==> config.mk <==
export PLATFORM = sky130hd
export DESIGN_NAME = rtc_update_sync
export DESIGN_NICKNAME = d
export VERILOG_FILES = /design/src/rtl/rtc_upd_pkg.sv /design/src/rtl/rtc_upd_timer.sv /design/src/rtl/rtc_upd_ctrl.sv /design/src/rtl/rtc_upd_flag.sv /design/src/rtl/rtc_update_sync.sv
export SDC_FILE = /design/constraint.sdc
export NUM_CORES = 1
export LEC_CHECK = 0
export BUFFER_PORTS_ARGS = -buffer_cell sky130_fd_sc_hd__clkbuf_2
export CAP_MARGIN = 20
export CORE_AREA = 10 10 47 49
export CTS_CLUSTER_DIAMETER = 120
export CTS_CLUSTER_SIZE = 25
export DETAILED_ROUTE_END_ITERATION = 10
export DIE_AREA = 0 0 57 59
export PLACE_DENSITY_LB_ADDON = 0.3
export RECOVER_POWER = 50
export SYNTH_ARGS = -nofsm -noshare
export SYNTH_HDL_FRONTEND = slang
export SYNTH_SLANG_ARGS = --single-unit
==> constraint.sdc <==
create_clock -name clk -period 1.2 [get_ports clk]
set_input_delay 0.06 -clock clk [delete_from_list [all_inputs] [get_ports clk]]
set_output_delay 0.06 -clock clk [all_outputs]
set_load 0.05 [all_outputs]
==> src/rtl/rtc_upd_pkg.sv <==
package rtc_upd_pkg;
  localparam int unsigned ADDR_CTRL = 0;
  localparam int unsigned ADDR_STAT = 1;
  localparam int unsigned CTRL_SET_BIT = 0;
  localparam int unsigned CTRL_UFE_BIT = 1;
  localparam int unsigned STAT_UIP_BIT = 0;
  localparam int unsigned STAT_UF_BIT  = 1;

  typedef enum logic {
    PH_IDLE = 1'b0,
    PH_WAIT = 1'b1
  } upd_phase_t;
endpackage

==> src/rtl/rtc_upd_timer.sv <==
module rtc_upd_timer #(
  parameter int unsigned DIV = 8
) (
  input  logic clk,
  input  logic rst_n,
  input  logic osc_tick,
  input  logic upd_req,
  output logic uip,
  output logic end_now
);
  import rtc_upd_pkg::*;
  localparam int unsigned CW = (DIV > 1) ? $clog2(DIV) : 1;
  localparam logic [CW-1:0] LAST = CW'(DIV - 1);

  upd_phase_t phase_q;
  logic [CW-1:0] cnt_q;

  assign uip     = (phase_q == PH_WAIT);
  assign end_now = uip && osc_tick && (cnt_q == LAST);

  always_ff @(posedge clk or negedge rst_n) begin
    if (!rst_n) begin
      phase_q <= PH_IDLE;
      cnt_q   <= '0;
    end else begin
      case (phase_q)
        PH_IDLE: if (upd_req) begin
          phase_q <= PH_WAIT;
          cnt_q   <= '0;
        end
        PH_WAIT: if (osc_tick) begin
          if (cnt_q == LAST) begin
            phase_q <= PH_IDLE;
            cnt_q   <= '0;
          end else begin
            cnt_q <= cnt_q + 1'b1;
          end
        end
        default: phase_q <= PH_IDLE;
      endcase
    end
  end

  // a request seen while idle opens the warning window
  a_r2_uip_rises: assert property (@(posedge clk) disable iff (!rst_n)
    (!uip && upd_req) |=> uip);
  // a pending window is never cut short or reopened by requests
  a_r4_window_holds: assert property (@(posedge clk) disable iff (!rst_n)
    (uip && !end_now) |=> uip);
  // the window closes right after its last tick
  a_r3_window_closes: assert property (@(posedge clk) disable iff (!rst_n)
    end_now |=> !uip);
endmodule

==> src/rtl/rtc_upd_ctrl.sv <==
module rtc_upd_ctrl #(
  parameter int unsigned DW = 8
) (
  input  logic          clk,
  input  logic          rst_n,
  input  logic          wr_en,
  input  logic [DW-1:0] wdata,
  output logic          set_bit,
  output logic          ufe_bit
);
  import rtc_upd_pkg::*;

  logic unused_wdata;
  assign unused_wdata = ^wdata;

  always_ff @(posedge clk or negedge rst_n) begin
    if (!rst_n) begin
      set_bit <= 1'b0;
      ufe_bit <= 1'b0;
    end else if (wr_en) begin
      set_bit <= wdata[CTRL_SET_BIT];
      ufe_bit <= wdata[CTRL_UFE_BIT];
    end
  end

  // control bits only change through a write
  a_r10_ctrl_hold: assert property (@(posedge clk) disable iff (!rst_n)
    !wr_en |=> ($stable(set_bit) && $stable(ufe_bit)));
endmodule

==> src/rtl/rtc_upd_flag.sv <==
module rtc_upd_flag (
  input  logic clk,
  input  logic rst_n,
  input  logic set_ev,
  input  logic rd_clr,
  input  logic ufe,
  output logic uf,
  output logic irq
);
  always_ff @(posedge clk or negedge rst_n) begin
    if (!rst_n)      uf <= 1'b0;
    else if (set_ev) uf <= 1'b1;
    else if (rd_clr) uf <= 1'b0;
  end

  assign irq = uf & ufe;

  // a status read with no coincident update leaves UF clear
  a_r8_read_clears: assert property (@(posedge clk) disable iff (!rst_n)
    (rd_clr && !set_ev) |=> !uf);
  // a coincident update wins over the clear
  a_r8_set_wins: assert property (@(posedge clk) disable iff (!rst_n)
    set_ev |=> uf);
endmodule

==> src/rtl/rtc_update_sync.sv <==
module rtc_update_sync #(
  parameter int unsigned DW  = 8,
  parameter int unsigned DIV = 8
) (
  input  logic          clk,
  input  logic          rst_n,
  input  logic          osc_tick,
  input  logic          upd_req,
  input  logic          reg_wr,
  input  logic          reg_rd,
  input  logic          reg_addr,
  input  logic [DW-1:0] reg_wdata,
  output logic [DW-1:0] reg_rdata,
  output logic          uip,
  output logic          copy_stb,
  output logic          irq
);
  import rtc_upd_pkg::*;

  logic end_now, set_bit, ufe_bit, uf, copy_q;
  logic ctrl_wr, stat_rd;

  assign ctrl_wr = reg_wr && (reg_addr == 1'(ADDR_CTRL));
  assign stat_rd = reg_rd && (reg_addr == 1'(ADDR_STAT));

  rtc_upd_timer #(.DIV(DIV)) u_timer (
    .clk(clk), .rst_n(rst_n), .osc_tick(osc_tick), .upd_req(upd_req),
    .uip(uip), .end_now(end_now)
  );

  rtc_upd_ctrl #(.DW(DW)) u_ctrl (
    .clk(clk), .rst_n(rst_n), .wr_en(ctrl_wr), .wdata(reg_wdata),
    .set_bit(set_bit), .ufe_bit(ufe_bit)
  );

  rtc_upd_flag u_flag (
    .clk(clk), .rst_n(rst_n), .set_ev(end_now), .rd_clr(stat_rd),
    .ufe(ufe_bit), .uf(uf), .irq(irq)
  );

  always_ff @(posedge clk or negedge rst_n) begin
    if (!rst_n) copy_q <= 1'b0;
    else        copy_q <= end_now && !set_bit;
  end
  assign copy_stb = copy_q;

  always_comb begin
    reg_rdata = '0;
    if (reg_addr == 1'(ADDR_CTRL)) begin
      reg_rdata[CTRL_SET_BIT] = set_bit;
      reg_rdata[CTRL_UFE_BIT] = ufe_bit;
    end else begin
      reg_rdata[STAT_UIP_BIT] = uip;
      reg_rdata[STAT_UF_BIT]  = uf;
    end
  end

  // a copy never follows an edge at which SET was held
  a_r5_copy_blocked: assert property (@(posedge clk) disable iff (!rst_n)
    copy_stb |-> !$past(set_bit));
  // a copy only follows the close of the warning window
  a_r3_copy_after_window: assert property (@(posedge clk) disable iff (!rst_n)
    copy_stb |-> ($past(uip) && !uip));
  // the update-ended flag is up when the window has just closed
  a_r7_uf_on_close: assert property (@(posedge clk) disable iff (!rst_n)
    $fell(uip) |-> uf);
  // no interrupt without the enable
  a_r9_irq_gated: assert property (@(posedge clk) disable iff (!rst_n)
    !ufe_bit |-> !irq);
endmodule

==> impl_metrics.csv, run 1 <==
group,metric,value,unit
final_layout,multiInputGateArea,218,sq um
final_layout,syn2layout_area_growth,33.8,%
routing,drt-total-wl,929,um
die,core_area,1400,sq um
routing,wl_per_cell,12.4,um
outcome,outcome,"finished with violations",
place,pre_cts_slack,-0.111,ns
die,num_io_pins,26,
power_and_ir_drop,p_per_area,2100,nW/um^2
yosys,synth.distinct_cells,16,
critical_path,crit_type,"reg2reg",
grt,overflow,0,
timing,period_needed,1.32,ns
critical_path,slowest_delay,0.38,ns
clock_network,cts_tree,"built",
final_layout,final_nets,77,
yosys,synthesis.area,429,sq um
yosys,yosysTopAreaCellShare,0.466,
routing,drt_first_pass_iters,4,
power_and_ir_drop,p_switching,0.458,mW
clock_network,cts.reportedPaths.clkPinSlew,0.06,ns
critical_path,start_kind,"flop",
final_layout,final_area,574,sq um
hold_path,hp-class,"in2reg",
clock_network,clock_path_buffers,2,
critical_path,reg2reg_slack,-0.12,ns
place,portBuffers,13,
power_and_ir_drop,p_leak,0.286,nW
grt,antenna_found_initial,0,
clock_network,cts.sinks,8,
critical_path,crit_chain,"ha_2 -> ha_4 -> mux2_4 -> a22o_1",
grt,grt_max_degree,9,
final_layout,fin_util,0.410,
power_and_ir_drop,p_int,0.746,mW
clock_network,clk_latency,0.25,ns
power_and_ir_drop,pwr-share-seq,0.341,
timing,rsz0062_at_grt,"yes",
yosys,synth_top_area_cell,"dfrtp_1",
yosys,synth_area_per_cell,11.0,sq um
power_and_ir_drop,max-vdd-ir-drop,999,uV
timing,setup_viol,1,
routing,drt-initial-drc-count,4,
yosys,synthCells,39,
clock_network,htreeDepth,1,
clock_network,cts_root_buf,"clkbuf_4",
final_layout,nFillCells,153,
critical_path,critical_path.max_fanout,2,
routing,vias_per_cell,4.29,
final_layout,seq_area,201,sq um
yosys,yosys_register_bits,8,
place,finalWeightedCongestion,0.681,
timing,fmax,0.759,GHz
routing,drcViolationCount,0,
final_layout,drive_above_1_share,0.441,
place,place_hpwl,761,um
final_layout,n_antenna_cell,0,
yosys,yosysSeqAreaShare,0.466,
grt,grt.total_usage,0.0605,
power_and_ir_drop,finalPower,1.20,mW
grt,grt_pass1_wl,1630,um
die,rows,14,
yosys,synth_warnings,0,
power_and_ir_drop,power_frac_comb,0.479,
routing,detail-route-antenna-nets,0,
timing,fin_crit_sh,1.10,
run,maxCapViolCount,0,
critical_path,end_kind,"flop",
power_and_ir_drop,p_clk_frac,0.181,
place,place_area,519,sq um
grt,grt_pass1_vias,366,
timing,hold_violations,0,
die,die_h,59,um
die,initial_core_util,0.306,
die,die_w,57,um
routing,via_count,322,
timing,fin_tns_setup,-0.118,ns
critical_path,critPathSlowestCell,"dfrtp_1",
critical_path,cp.required,1.34,ns
timing,layout_setup_ws,-0.118,ns
clock_network,cts_inserted_buffers,3,
timing,drv_slew,0,
timing,fin_skew,0.00864,ns
critical_path,arrival,1.45,ns
power_and_ir_drop,swShare,0.380,
die,dieArea,3360,sq um
yosys,synth_area_leaders,"dfrtp_1, buf_4, mux2_2",
outcome,violations,"negative setup slack",
-- worst paths after layout --
check                                          endpoint  cells past startpoint                    startpoint
max in group asynchronous         u_timer.uip$_DFF_PN0_                      2                         rst_n
min                          u_ctrl.set_bit$_DFFE_PN0P_                      2                  reg_wdata[0]
min reg2reg                          copy_stb$_DFF_PN0_                      1    u_ctrl.set_bit$_DFFE_PN0P_
min in group asynchronous    u_ctrl.set_bit$_DFFE_PN0P_                      2                         rst_n
max reg2reg                u_timer.cnt_q[2]$_DFFE_PN0P_                      4  u_timer.cnt_q[1]$_DFFE_PN0P_
max                        u_timer.cnt_q[2]$_DFFE_PN0P_                      4  u_timer.cnt_q[1]$_DFFE_PN0P_
-- flip-flops by register name, indices dropped and copies added (netlist names) --
signal	flops
u_ctrl.ufe_bit	1
u_flag.uf	1
copy_stb	1
u_ctrl.set_bit	1
u_timer.uip	1
u_timer.cnt_q	3
-- cell usage in the layout, fill, tap and decap left out --
master         instances
clkbuf_2              10
dfrtp_1                7
conb_1                 6
nand2_1                5
mux2_2                 4
clkbuf_4               3
buf_4                  3
nor2_1                 2
nor2b_1                2
o21ai_0                2
clkbuf_1               2
buf_6                  2
and2_1                 1
nand3_1                1
a31oi_1                1
nand4bb_1              1
nand4b_1               1
mux2_4                 1
a22o_1                 1
ha_4                   1
ha_2                   1
dlygate4sd3_1          1
dfrtp_2                1
-- stage by stage --
step	hold slack, ns	std cells
2_1_floorplan	-0.236	44
3_3_place_gp	-0.0785	69
3_5_place_dp	-0.0797	69
4_1_cts	0.0315	75
5_1_grt	0.0350	75
6_report	0.0381	75
-- cell usage after synthesis --
| library cell | instances |
|---|---|
| a22o_1 | 1 |
| a31oi_1 | 1 |
| and2_1 | 1 |
| buf_4 | 6 |
| conb_1 | 1 |
| dfrtp_1 | 8 |
| ha_1 | 2 |
| mux2_2 | 4 |
| mux2_4 | 1 |
| nand2_1 | 5 |
| nand3_1 | 1 |
| nand4b_1 | 1 |
| nand4bb_1 | 1 |
| nor2_1 | 2 |
| nor2b_1 | 2 |
| o21ai_0 | 2 |
-- worst max-delay path, delay by kind of cell, from the launching register on --
| kind | cells | cell delay, ns |
|---|---|---|
| adders and majority gates | 2 | 0.40 |
| AOI/OAI and AO/OA | 1 | 0.17 |
| DFF | 1 | 0.38 |
| muxes | 1 | 0.25 |
-- power by group through the flow --
stage,Sequential (mW),Clock [mW],Combinational (mW)
after floorplan,0.448,0,0.364
after global placement,0.425,0,0.511
after global routing,0.425,0.249,0.640
after CTS,0.409,0.231,0.567
after detailed placement,0.428,0,0.531
final,0.410,0.217,0.576
-- per-layer routing --
layer / part of all wire / vias to the layer above / GRT usage
met1: 0.46 / 148 / 0.0680
met4: 0 / 0 / 0.0302
met2: 0.47 / 12 / 0.0899
met5: 0 / - / 0
li1: - / 162 / -
met3: 0.071 / 0 / 0.0343
-- layout make-up --
class	instances	share of cell area
well taps	16	0.0349
flip-flops and latches	8	0.351
clock buffers	4	0.0458
repair buffers	17	0.190
multi-input cells	30	0.379
-- kinds of logic (layout without fill, tap and decap cells) --
kind of cell / Yosys count / after routing / synth area share
AOI/OAI and AO/OA: 4 / 4 / 0.0583
adders and majority gates: 2 / 2 / 0.0583
buffers and inverters: 6 / 21 / 0.105
DFF: 8 / 8 / 0.466
muxes: 5 / 5 / 0.140
other: 1 / 6 / 0.00874
and+or+nand+nor: 13 / 13 / 0.163
-- timing repair --
| item | CTS | global route |
|---|---|---|
| endpoints found under the setup margin | 3 | 3 |
| gates resized for setup | 2 | 4 |
| hold endpoints to repair | 8 | 0 |
| setup buffers | 1 | 0 |
| hold buffers | 1 | 0 |
(Power assumes the default switching activity.)
==> inputs of run 2 (changes only) <==
CELL_PAD_IN_SITES_DETAIL_PLACEMENT = 0   (was default)
CELL_PAD_IN_SITES_GLOBAL_PLACEMENT = 1   (was default)
CORE_AREA = default   (was 10 10 47 49)
CORE_MARGIN = 10   (was default)
CORE_UTILIZATION = 26   (was default)
DIE_AREA = default   (was 0 0 57 59)
==> run 2 against run 1 <==
The run still ends with negative setup slack left. Largest cell class unchanged. Setup slack better by 0.0030 ns. Register-to-register slack barely moved. Count of clock-buffer cells in the layout unchanged.
==> impl_metrics.csv, run 2 (synthesized netlist as in run 1, its figures left out) <==
group,metric,value,unit
outcome,outcome,"finished with violations",
outcome,violations,"negative setup slack",
routing,detail-route-antenna-nets,0,
routing,wl_per_cell,12.7,um
clock_network,cts.sinks,8,
timing,hold_violations,0,
power_and_ir_drop,pwr-share-seq,0.332,
routing,vias_per_cell,4.28,
hold_path,hp-class,"in2reg",
clock_network,cts_tree,"built",
routing,drt-total-wl,965,um
final_layout,final_nets,78,
timing,setup_viol,1,
power_and_ir_drop,power_frac_comb,0.487,
die,die_h,60.6,um
routing,drcViolationCount,0,
die,num_io_pins,26,
die,core_area,1540,sq um
grt,overflow,0,
power_and_ir_drop,p_int,0.769,mW
critical_path,critPathSlowestCell,"dfrtp_1",
timing,layout_setup_ws,-0.115,ns
run,maxCapViolCount,0,
clock_network,cts_root_buf,"clkbuf_4",
grt,grt_pass1_wl,1580,um
die,dieArea,3680,sq um
place,place_hpwl,768,um
timing,drv_slew,0,
final_layout,n_antenna_cell,0,
critical_path,cp.required,1.34,ns
clock_network,clk_latency,0.25,ns
grt,grt_max_degree,9,
critical_path,crit_chain,"ha_2 -> ha_4 -> mux2_4 -> a22o_1",
timing,fin_tns_setup,-0.115,ns
critical_path,critPathTopFamily,"adder cells",
routing,drt_first_pass_iters,2,
final_layout,largest_reg_flops,3,
power_and_ir_drop,max-vdd-ir-drop,587,uV
timing,hold_ws,0.0329,ns
grt,grt.total_usage,0.0571,
power_and_ir_drop,p_per_area,2110,nW/um^2
place,portBuffers,13,
routing,via_count,325,
critical_path,crit_type,"reg2reg",
critical_path,slowest_delay,0.38,ns
critical_path,end_kind,"flop",
power_and_ir_drop,p_switching,0.468,mW
clock_network,clock_path_buffers,2,
critical_path,start_kind,"flop",
final_layout,max_flop_register,"u_timer.cnt_q",
power_and_ir_drop,p_leak,0.292,nW
grt,grt_pass1_vias,340,
clock_network,htreeDepth,1,
critical_path,critical_path.n_buffers_inverters,0,
final_layout,drive_above_1_share,0.450,
clock_network,cts_inserted_buffers,3,
final_layout,syn2layout_area_growth,36.4,%
final_layout,final_common_cell,"clkbuf_2",
timing,period_needed,1.32,ns
timing,rsz0062_at_grt,"yes",
power_and_ir_drop,p_clk_frac,0.181,
die,die_w,60.6,um
clock_network,cts.reportedPaths.clkPinSlew,0.06,ns
place,finalWeightedCongestion,0.672,
die,rows,14,
timing,fin_crit_sh,1.10,
timing,fmax,0.760,GHz
power_and_ir_drop,swShare,0.378,
final_layout,final_cell_mix,"clkbuf_2, dfrtp_1, conb_1, nand2_1",
grt,antenna_found_initial,0,
routing,drt-initial-drc-count,7,
critical_path,critical_path.max_fanout,2,
critical_path,arrival,1.45,ns
die,initial_core_util,0.278,
timing,fin_skew,0.00709,ns
## run 2: power groups by stage
| stage | logic, mW | clock network, mW | registers (mW) |
|---|---|---|---|
| global placement | 0.520 | 0 | 0.426 |
| finish | 0.602 | 0.224 | 0.410 |
| detailed placement | 0.524 | 0 | 0.429 |
| global route | 0.662 | 0.254 | 0.423 |
| CTS | 0.569 | 0.238 | 0.412 |
| floorplan | 0.364 | 0 | 0.448 |
## run 2: timing repair
action	4_1_cts	5_1_grt
hold buffers	1	0
cloned	0	0
endpoints found under the setup margin	3	3
resized for setup	3	3
pin swaps	0	1
endpoints found under the hold margin	8	0
setup buffers	1	1
## run 2: metal layers
layer / GRT usage / share of wire / up-vias
li1: - / - / 165
met1: 0.0629 / 0.42 / 149
met2: 0.0830 / 0.49 / 9
met3: 0.0251 / 0.067 / 2
met4: 0.0470 / 0.026 / 0
met5: 0 / 0 / -
## run 2: cell type report
type / count / area [sq um]
Fill cell: 156 / 956
Timing Repair Buffer: 18 / 120
Clock buffer: 4 / 26.3
Sequential cell: 8 / 201
Multi-Input combinational cell: 30 / 218
Tap cell: 16 / 20.0
## run 2: path summary, 6_finish.rpt
path	slack (ns)	cells past startpoint	start	endpoint
max	-0.12	4	u_timer.cnt_q[0]$_DFFE_PN0P_	u_timer.cnt_q[2]$_DFFE_PN0P_
min	0.03	2	reg_wdata[1]	u_ctrl.ufe_bit$_DFFE_PN0P_
max reg2reg	-0.12	4	u_timer.cnt_q[0]$_DFFE_PN0P_	u_timer.cnt_q[2]$_DFFE_PN0P_
min reg2reg	0.44	1	u_ctrl.set_bit$_DFFE_PN0P_	copy_stb$_DFF_PN0_
max in group asynchronous	0.60	2	rst_n	u_timer.uip$_DFF_PN0_
min in group asynchronous	0.27	2	rst_n	u_flag.uf$_DFFE_PN0P_
## run 2: stage by stage
step / worst slack (ns) / cell area, sq um / instances / total power, mW / util
2_1_floorplan: -0.0728 / 464 / 44 / 0.812 / -
3_3_place_gp: -0.0838 / 519 / 69 / 0.946 / 0.337
3_5_place_dp: -0.0963 / 519 / 69 / 0.953 / 0.337
4_1_cts: -0.109 / 574 / 75 / 1.22 / 0.373
5_1_grt: -0.151 / 586 / 76 / 1.34 / 0.380
6_report: -0.115 / 586 / 76 / 1.24 / 0.380
==> inputs of run 3 (changes only) <==
SKIP_CTS_REPAIR_TIMING = 1   (was default)
==> run 3 against run 2 <==
The flow still finishes with violations (negative setup slack). Sequential cell count unchanged. Largest power group unchanged. Global-route usage down 0.21 points. Critical path depth unchanged. Count of clock-buffer cells in the layout unchanged. Routed wire length up 0.73%. First-iteration DRC count down 86%. Clock skew down 0.0057 ns. Setup slack better by 0.0014 ns. Register-to-register slack about the same. Clock power about the same.
==> impl_metrics.csv, run 3 (synthesized netlist as in run 1, its figures left out) <==
group,metric,value,unit
timing,layout_setup_ws,-0.114,ns
final_layout,fin_util,0.387,
die,num_io_pins,26,
power_and_ir_drop,p_switching,0.468,mW
clock_network,clock_path_buffers,2,
routing,drt-total-wl,972,um
power_and_ir_drop,pwr-share-seq,0.332,
routing,vias_per_cell,4.22,
die,initial_core_util,0.278,
critical_path,arrival,1.45,ns
die,die_h,60.6,um
clock_network,htreeDepth,1,
critical_path,cp.required,1.34,ns
grt,gr-usage-met1,0.0581,
critical_path,critical_path.max_fanout,2,
final_layout,largest_reg_flops,3,
routing,drcViolationCount,0,
timing,fin_skew,0.00141,ns
power_and_ir_drop,p_clk_frac,0.178,
power_and_ir_drop,p_leak,0.299,nW
final_layout,final_common_cell,"clkbuf_2",
timing,rsz0062_at_grt,"yes",
timing,drv_slew,0,
die,rows,14,
grt,busiest_layer,"met2",
grt,grt.total_usage,0.0550,
final_layout,seq_area,201,sq um
place,place_hpwl,768,um
die,dieArea,3680,sq um
final_layout,final_cell_mix,"clkbuf_2, dfrtp_1, conb_1, buf_4, nand2_1",
power_and_ir_drop,p_int,0.780,mW
final_layout,n_antenna_cell,0,
final_layout,final_area,597,sq um
place,finalWeightedCongestion,0.672,
timing,fmax,0.761,GHz
grt,antenna_found_initial,0,
place,portBuffers,13,
routing,drt_first_pass_iters,2,
run,maxCapViolCount,0,
final_layout,syn2layout_area_growth,39.1,%
timing,setup_viol,1,
outcome,outcome,"finished with violations",
power_and_ir_drop,swShare,0.375,
final_layout,max_flop_register,"u_timer.cnt_q",
timing,hold_violations,0,
timing,fin_crit_sh,1.09,
grt,grt_pass1_vias,332,
routing,via_count,329,
routing,drt-initial-drc-count,1,
routing,detail-route-antenna-nets,0,
place,place_area,519,sq um
critical_path,end_kind,"flop",
grt,grt_max_degree,10,
die,die_w,60.6,um
grt,overflow,0,
power_and_ir_drop,power_frac_comb,0.490,
final_layout,final_nets,80,
routing,wl_per_cell,12.5,um
hold_path,hp-class,"in2reg",
clock_network,clk_latency,0.25,ns
clock_network,cts.reportedPaths.clkPinSlew,0.06,ns
critical_path,crit_type,"reg2reg",
place,pre_cts_slack,-0.0963,ns
timing,period_needed,1.31,ns
clock_network,cts.sinks,8,
die,core_area,1540,sq um
grt,grtUsageMet2,0.0815,
clock_network,cts_root_buf,"clkbuf_4",
grt,grtUsageMet3,0.0251,
power_and_ir_drop,p_per_area,2090,nW/um^2
final_layout,multiInputGateArea,218,sq um
power_and_ir_drop,max-vdd-ir-drop,588,uV
final_layout,nFillCells,158,
clock_network,cts_inserted_buffers,3,
outcome,violations,"negative setup slack",
final_layout,drive_above_1_share,0.468,
clock_network,cts_tree,"built",
grt,grt_pass1_wl,1520,um
critical_path,start_kind,"flop",
## run 3: critical path, stage by stage (launching register included)
cell	delay (ns)
dfrtp_1	0.38
ha_2	0.20
ha_4	0.20
mux2_4	0.25
a22o_1	0.17
## run 3: routing by layer
layer | vias up | part of all wire
li1 | 169 | -
met1 | 149 | 0.41
met2 | 9 | 0.49
met3 | 2 | 0.067
met4 | 0 | 0.026
met5 | - | 0
## run 3: power groups by stage
stage	logic, mW	registers (mW)	clock network (mW)
2_1_floorplan	0.364	0.448	0
3_3_place_gp	0.520	0.426	0
3_5_place_dp	0.524	0.429	0
4_1_cts	0.526	0.424	0.238
5_1_grt	0.669	0.429	0.252
6_report	0.611	0.415	0.222
## run 3: final timing paths
path | from | endpoint | slack [ns] | cells after the start
max | u_timer.cnt_q[0]$_DFFE_PN0P_ | u_timer.cnt_q[2]$_DFFE_PN0P_ | -0.11 | 4
min | reg_wdata[1] | u_ctrl.ufe_bit$_DFFE_PN0P_ | 0.04 | 2
max reg2reg | u_timer.cnt_q[0]$_DFFE_PN0P_ | u_timer.cnt_q[2]$_DFFE_PN0P_ | -0.11 | 4
min reg2reg | u_ctrl.set_bit$_DFFE_PN0P_ | copy_stb$_DFF_PN0_ | 0.44 | 1
max in group asynchronous | rst_n | u_timer.uip$_DFF_PN0_ | 0.62 | 2
min in group asynchronous | rst_n | u_flag.uf$_DFFE_PN0P_ | 0.26 | 2
## run 3: final cells by class
class / count / area share
Multi-Input combinational cell: 30 / 0.365
Sequential cell: 8 / 0.338
Timing Repair Buffer: 20 / 0.220
Clock buffer: 4 / 0.0440
Tap cell: 16 / 0.0335
## run 3: stage by stage
stage	setup TNS [ns]	total power, mW	hold slack [ns]	instances
after floorplan	-0.0728	0.812	-0.236	44
after global placement	-0.0838	0.946	-0.0814	69
after detailed placement	-0.0963	0.953	-0.0765	69
after CTS	-0.232	1.19	-0.358	73
after global routing	-0.163	1.35	0.0269	78
final	-0.114	1.25	0.0375	78
